--- config.mk ---
export PLATFORM = sky130hd
export DESIGN_NAME = oe_clock_gate
export DESIGN_NICKNAME = d
export VERILOG_FILES = /design/src/rtl/oegate_pkg.sv /design/src/rtl/oegate_sync.sv /design/src/rtl/oegate_release.sv /design/src/rtl/oegate_map.sv /design/src/rtl/oegate_lane.sv /design/src/rtl/oe_clock_gate.sv
export SDC_FILE = /design/constraint.sdc
export NUM_CORES = 1
export LEC_CHECK = 0
export BUFFER_PORTS_ARGS = -buffer_cell sky130_fd_sc_hd__buf_4
export CAP_MARGIN = 20
export CORE_ASPECT_RATIO = 0.75
export CORE_MARGIN = 2
export CORE_UTILIZATION = 48
export DETAILED_ROUTE_END_ITERATION = 10
export HOLD_SLACK_MARGIN = 0.12
export PLACE_DENSITY = 0.78
export SETUP_SLACK_MARGIN = 0.2
export SYNTH_ARGS = -nofsm -noshare
export SYNTH_HDL_FRONTEND = slang
export SYNTH_SLANG_ARGS = --single-unit
--- constraint.sdc ---
create_clock -name clk_ref -period 1.3 [get_ports clk_ref]
set_input_delay 0.26 -clock clk_ref [delete_from_list [all_inputs] [get_ports clk_ref]]
set_output_delay 0.26 -clock clk_ref [all_outputs]
set_load 0.01 [all_outputs]
--- src/rtl/oegate_pkg.sv ---
// Package: shared types and helpers for the output-enable gating block.
// Assumes nothing beyond a single reference clock domain.
package oegate_pkg;

    // Per-group release state: off, waiting out the extra delay, on.
    typedef enum logic [1:0] {
        REL_OFF  = 2'd0,
        REL_WAIT = 2'd1,
        REL_ON   = 2'd2
    } rel_state_e;

    // Width of a counter that must hold values 0..max_val (at least 1 bit).
    function automatic int cnt_width(input int max_val);
        return (max_val < 1) ? 1 : $clog2(max_val + 1);
    endfunction

    // Width of an index selecting one of n items (at least 1 bit).
    function automatic int idx_width(input int n);
        return (n < 2) ? 1 : $clog2(n);
    endfunction

endpackage

--- src/rtl/oegate_sync.sv ---
// Module: oegate_sync
// Brings each asynchronous enable pin into the reference domain through
// a two-flop synchronizer. Assumes the pins are level signals held for
// several reference cycles; a pulse shorter than one cycle may be lost.
module oegate_sync #(
    parameter int N_GRP = 4
) (
    input  logic             clk_ref,
    input  logic             rst_ref_n,
    input  logic [N_GRP-1:0] pin_async,
    output logic [N_GRP-1:0] pin_sync
);

    logic [N_GRP-1:0] meta_q;
    logic [N_GRP-1:0] sync_q;

    generate
        for (genvar g = 0; g < N_GRP; g++) begin : g_sync
            // Two-stage capture of one enable pin; resets to disabled.
            always_ff @(posedge clk_ref) begin
                if (!rst_ref_n) begin
                    meta_q[g] <= 1'b0;
                    sync_q[g] <= 1'b0;
                end else begin
                    meta_q[g] <= pin_async[g];
                    sync_q[g] <= meta_q[g];
                end
            end
        end
    endgenerate

    assign pin_sync = sync_q;

endmodule

--- src/rtl/oegate_release.sv ---
// Module: oegate_release
// Turns each synchronized enable into a group-on flag. A falling enable
// turns the group off on the next edge; a rising enable turns it on after
// RESUME_EXTRA further cycles, so every output of the group sees the
// release on one and the same cycle. Assumes synchronized inputs.
module oegate_release
    import oegate_pkg::*;
#(
    parameter int N_GRP        = 4,
    parameter int RESUME_EXTRA = 0
) (
    input  logic             clk_ref,
    input  logic             rst_ref_n,
    input  logic [N_GRP-1:0] en_sync,
    output logic [N_GRP-1:0] grp_on
);

    localparam int CW = cnt_width(RESUME_EXTRA);
    localparam logic [CW-1:0] CNT_LAST = CW'(RESUME_EXTRA);

    generate
        for (genvar g = 0; g < N_GRP; g++) begin : g_rel
            rel_state_e    state_q;
            logic [CW-1:0] cnt_q;

            // Release state machine and delay counter for one group.
            always_ff @(posedge clk_ref) begin
                if (!rst_ref_n) begin
                    state_q <= REL_OFF;
                    cnt_q   <= '0;
                end else begin
                    case (state_q)
                        REL_OFF: begin
                            cnt_q <= '0;
                            if (en_sync[g]) state_q <= REL_WAIT;
                        end
                        REL_WAIT: begin
                            if (!en_sync[g]) begin
                                state_q <= REL_OFF;
                                cnt_q   <= '0;
                            end else if (cnt_q == CNT_LAST) begin
                                state_q <= REL_ON;
                            end else begin
                                cnt_q <= cnt_q + 1'b1;
                            end
                        end
                        REL_ON: begin
                            if (!en_sync[g]) state_q <= REL_OFF;
                        end
                        default: state_q <= REL_OFF;
                    endcase
                end
            end

            assign grp_on[g] = (state_q == REL_ON);
        end
    endgenerate

endmodule

--- src/rtl/oegate_map.sv ---
// Module: oegate_map
// Decides, per output, whether its gate should be open: outputs that are
// not stoppable always request open; stoppable ones follow their group.
// A group index beyond N_GRP reads as "group off". Purely combinational.
module oegate_map
    import oegate_pkg::*;
#(
    parameter int N_OUT = 8,
    parameter int N_GRP = 4,
    localparam int GW   = idx_width(N_GRP)
) (
    input  logic [N_OUT-1:0]    stop_mask,
    input  logic [N_OUT*GW-1:0] grp_sel,
    input  logic [N_GRP-1:0]    grp_on,
    output logic [N_OUT-1:0]    gate_req
);

    generate
        for (genvar i = 0; i < N_OUT; i++) begin : g_map
            logic [GW-1:0] idx;
            logic          grp_level;

            assign idx = grp_sel[i*GW +: GW];

            // Look up the group-on flag selected for this output.
            always_comb begin
                grp_level = 1'b0;
                for (int g = 0; g < N_GRP; g++) begin
                    if (idx == GW'(g)) grp_level = grp_on[g];
                end
            end

            assign gate_req[i] = ~stop_mask[i] | grp_level;
        end
    endgenerate

endmodule

--- src/rtl/oegate_lane.sv ---
// Module: oegate_lane
// One output pair. The gate may change only on an edge where the source
// is low, so a high phase is never cut short and a restart always begins
// at a low phase. The pair is registered one cycle behind the source.
// Assumes the source changes only between reference edges.
module oegate_lane (
    input  logic clk_ref,
    input  logic rst_ref_n,
    input  logic src,
    input  logic gate_req,
    output logic leg_p,
    output logic leg_n,
    output logic is_stopped
);

    logic run_q;
    logic run_nxt;
    logic p_q;
    logic n_q;

    // Next gate state: hold while the source is high, else take the request.
    always_comb begin
        run_nxt = src ? run_q : gate_req;
    end

    // Gate flop and registered pair.
    always_ff @(posedge clk_ref) begin
        if (!rst_ref_n) begin
            run_q <= 1'b0;
            p_q   <= 1'b0;
            n_q   <= 1'b0;
        end else begin
            run_q <= run_nxt;
            p_q   <= src & run_nxt;
            n_q   <= ~src & run_nxt;
        end
    end

    assign leg_p      = p_q;
    assign leg_n      = n_q;
    assign is_stopped = ~run_q;

endmodule

--- src/rtl/oe_clock_gate.sv ---
// Module: oe_clock_gate (top)
// Gates N_OUT differential clock pairs under N_GRP asynchronous group
// enables. Pins are synchronized, turned into per-group release flags,
// mapped to outputs through the stoppable mask and group select, and
// applied by one lane per output. Assumes sources are synchronous to clk_ref.
module oe_clock_gate
    import oegate_pkg::*;
#(
    parameter int N_OUT        = 8,
    parameter int N_GRP        = 4,
    parameter int RESUME_EXTRA = 0,
    localparam int GW          = idx_width(N_GRP)
) (
    input  logic                clk_ref,
    input  logic                rst_ref_n,
    input  logic [N_OUT-1:0]    src_clk,
    input  logic [N_GRP-1:0]    oe_pin,
    input  logic [N_OUT-1:0]    stop_mask,
    input  logic [N_OUT*GW-1:0] grp_sel,
    output logic [N_OUT-1:0]    out_p,
    output logic [N_OUT-1:0]    out_n,
    output logic [N_OUT-1:0]    stopped
);

    logic [N_GRP-1:0] en_sync;
    logic [N_GRP-1:0] grp_on;
    logic [N_OUT-1:0] gate_req;

    oegate_sync #(.N_GRP(N_GRP)) sync_i (
        .clk_ref   (clk_ref),
        .rst_ref_n (rst_ref_n),
        .pin_async (oe_pin),
        .pin_sync  (en_sync)
    );

    oegate_release #(.N_GRP(N_GRP), .RESUME_EXTRA(RESUME_EXTRA)) rel_i (
        .clk_ref   (clk_ref),
        .rst_ref_n (rst_ref_n),
        .en_sync   (en_sync),
        .grp_on    (grp_on)
    );

    oegate_map #(.N_OUT(N_OUT), .N_GRP(N_GRP)) map_i (
        .stop_mask (stop_mask),
        .grp_sel   (grp_sel),
        .grp_on    (grp_on),
        .gate_req  (gate_req)
    );

    generate
        for (genvar i = 0; i < N_OUT; i++) begin : g_lane
            oegate_lane lane_i (
                .clk_ref    (clk_ref),
                .rst_ref_n  (rst_ref_n),
                .src        (src_clk[i]),
                .gate_req   (gate_req[i]),
                .leg_p      (out_p[i]),
                .leg_n      (out_n[i]),
                .is_stopped (stopped[i])
            );
        end
    endgenerate

endmodule

==> impl_metrics.env <==
export IMPL_via_count=1224
export IMPL_finalCritPeriodShare_pct=95.0
export IMPL_wl_per_cell_um=14.1
export IMPL_tns_ps=0
export IMPL_clk_pin_slew_ps=70
export IMPL_grt_overflow=0
export IMPL_cts_made_buffers=5
export IMPL_grt_pass1_vias=1155
export IMPL_min_period_ps=1230
export IMPL_die_x_um=71.3
export IMPL_ios=62
export IMPL_cts_sinks=40
export IMPL_synth_compound_area_share_pct=9.20
export IMPL_worstHoldStart="stop_mask[3]"
export IMPL_p_leak_nw=0.949
export IMPL_relSlewSlack_pct=79.2
export IMPL_power_density_nw_per_um2=1120
export IMPL_die_y_um=54.5
export IMPL_hold_path_class="in -> reg"
export IMPL_r2r_slack_ps=70
export IMPL_fp_row_count=18
export IMPL_ys_types=14
export IMPL_holdBufCountCts=0
export IMPL_rsz0062_at_grt="yes"
export IMPL_syn_area_um2=1630
export IMPL_synth_top_family_by_area="buffers and inverters"
export IMPL_synth_most_common_cell="dfxtp_1"
export IMPL_critical_path_required_ps=1510
export IMPL_cts_tree="done"
export IMPL_irDropWorstVdd_mv=0.628
export IMPL_cts_root_buffer="clkbuf_8"
export IMPL_reg2reg_depth=3
export IMPL_crit_arrival_ps=1440
export IMPL_antenna_found_initial=0
export IMPL_rr_endpoint="g_lane[7].lane_i.run_q"
export IMPL_wirelength_mm=3.50
export IMPL_first_iter_violations=35
export IMPL_grt_pass1_wl_mm=5.18
export IMPL_synth_edf_count=0
export IMPL_synth_top_area_cell="dfxtp_1"
export IMPL_io_buffers=61
export IMPL_fin_skew_ps=4.94
export IMPL_synth_area_per_cell_um2=10.2
export IMPL_drive_above_1_share_pct=52.4
export IMPL_drv_cap=0
export IMPL_synth_flop_cell="dfxtp_1"
export IMPL_synth_commonest_cells="40 x dfxtp_1, 24 x buf_4, 16 x inv_1"
export IMPL_hold_path_depth=2
export IMPL_hold_viol=0
export IMPL_grt_max_degree=37
export IMPL_synthArstFlopShare_pct=0
export IMPL_startpoint_type="flop"
export IMPL_fin_hold_ws_ps=137
export IMPL_min_to="g_lane[3].lane_i.leg_n"
export IMPL_first_pass_iters=4
export IMPL_ys_top_cells_by_area="dfxtp_1 49%, buf_4 11%, mux4_2 11%"
export IMPL_place_gp_congestion=0.770
export IMPL_endpoint_kind="flop"
export IMPL_clock_fmax_ghz=0.810
export IMPL_critPathKind="reg -> reg"
export IMPL_synthCells=160
export IMPL_h_tree_depth=2
export IMPL_layout_nets=245
export IMPL_drv_slew=0
export IMPL_design_area_um2=2160
export IMPL_start_util_pct=50.0
export IMPL_route_antenna_remaining_nets=0
export IMPL_vias_per_cell=4.94
export IMPL_track_usage_pct=18.5
export IMPL_seq_area_frac_synth_pct=49.1
export IMPL_synthXorXnorAreaFrac_pct=0
export IMPL_synthSimpleGateAreaFrac_pct=15.0
export IMPL_die_area_um2=3890
export IMPL_ys_warn_count=0
export IMPL_ys_seq_elements=40
export IMPL_insertion_delay_ps=300
export IMPL_drc=0
export IMPL_cts_max_path_buffers=2
export IMPL_syn2layout_area_growth_pct=32.4
export IMPL_dp_hpwl_mm=2.34
export IMPL_worst_pin_slew_ps=312
export IMPL_reg2reg_from="rel_i.g_rel[2].state_q[0]"
export IMPL_synthMuxAreaShare_pct=11.0
export IMPL_synthAdderAreaFrac_pct=0
export IMPL_status="completed"
export IMPL_dpl_cell_area_um2=1940
export IMPL_core_area_um2=3270
export IMPL_syn_nets=198
export IMPL_antenna_cells=0
export IMPL_finalSetupViolations=0
export IMPL_synth_top_area_share_pct=49.1
export IMPL_crit_fanout=5
[through the flow]
stage	utilization, %	setup slack (ps)	cells	power, mW
3_5_place_dp	59.5	70.2	233	1.58
5_1_grt	66.1	11.8	248	2.52
4_1_cts	65.5	74.1	247	2.44
6_report	66.1	65.1	248	2.43
3_3_place_gp	59.5	132	233	1.57
2_1_floorplan	-	180	160	1.46
[area by class of cell]
class                      instances  area [µm²]
tap                               40        50.0
fill                             253        1110
multi-input combinational         80         653
timing repair buffer              64         480
clock inverter                     1        7.51
sequential                        40         822
inverter                          16        60.1
clock buffer                       7        86.3
[flip-flops by register name, indices dropped and copies added, names as in the netlist]
register,flops
g_lane.lane_i.run_q,8
rel_i.g_rel.state_q,8
sync_i.pin_sync,4
sync_i.meta_q,4
g_lane.lane_i.leg_p,8
g_lane.lane_i.leg_n,8
[worst max-delay path by stage]
stage / startpoint / end / slack (ps) / cells past startpoint
after floorplan: rel_i.g_rel[3].state_q[0] / g_lane[0].lane_i.run_q / 180 / 3
after global placement: rel_i.g_rel[3].state_q[0] / g_lane[4].lane_i.run_q / 130 / 3
after detailed placement: rel_i.g_rel[3].state_q[1] / g_lane[1].lane_i.run_q / 70 / 3
after CTS: rel_i.g_rel[0].state_q[0] / g_lane[1].lane_i.run_q / 70 / 3
after global routing: rel_i.g_rel[0].state_q[0] / g_lane[1].lane_i.run_q / 10 / 3
final: rel_i.g_rel[2].state_q[0] / g_lane[7].lane_i.run_q / 70 / 3
[placed cells by master, fill, tap and decap left out, types with 8 or more instances in the layout]
cell,n
o21ai_0,8
inv_1,15
mux4_2,8
a31oi_1,8
dfxtp_2,14
dfxtp_1,25
nand2b_4,8
nand2_1,12
and3_1,8
and2_1,8
buf_4,64
[cells by family (layout without fill, tap and decap cells)]
| kind of cell | after synthesis | in the layout |
|---|---|---|
| buffers and inverters | 44 | 88 |
| muxes | 8 | 8 |
| DFF | 40 | 40 |
| AOI/OAI and AO/OA | 28 | 28 |
| and+or+nand+nor | 40 | 44 |
[what timing repair did]
action | 4_1_cts | 5_1_grt
resized for setup | 18 | 9
setup buffers | 2 | 1
endpoints found under the setup margin | 18 | 24
gates cloned | 4 | 0
pin swaps | 2 | 2
[per-layer routing]
layer  vias to the layer above  track usage (%)  wire length [µm]  part of all wire [%]
li1                        609                -                 -                     -
met5                         -                0                 0                     0
met2                        49             32.1              1650                    47
met3                        12             6.45               299                   8.5
met4                         0             11.0                95                   2.7
met1                       554             20.3              1460                    42
[where the power goes]
group,leakage [nW],internal [mW],total (mW),switching [mW]
clock network,0.0445,0.431,0.853,0.422
registers,0.334,1.28,1.30,0.0227
logic,0.570,0.162,0.274,0.112
total,0.949,1.87,2.43,0.556
[worst max-delay path, cell delays in order, from the launching register on]
cell and delay (ps):
dfxtp_2 340, nand2b_4 160, mux4_2 480, a31oi_1 170
No activity file was read; power rests on OpenSTA's default activity.
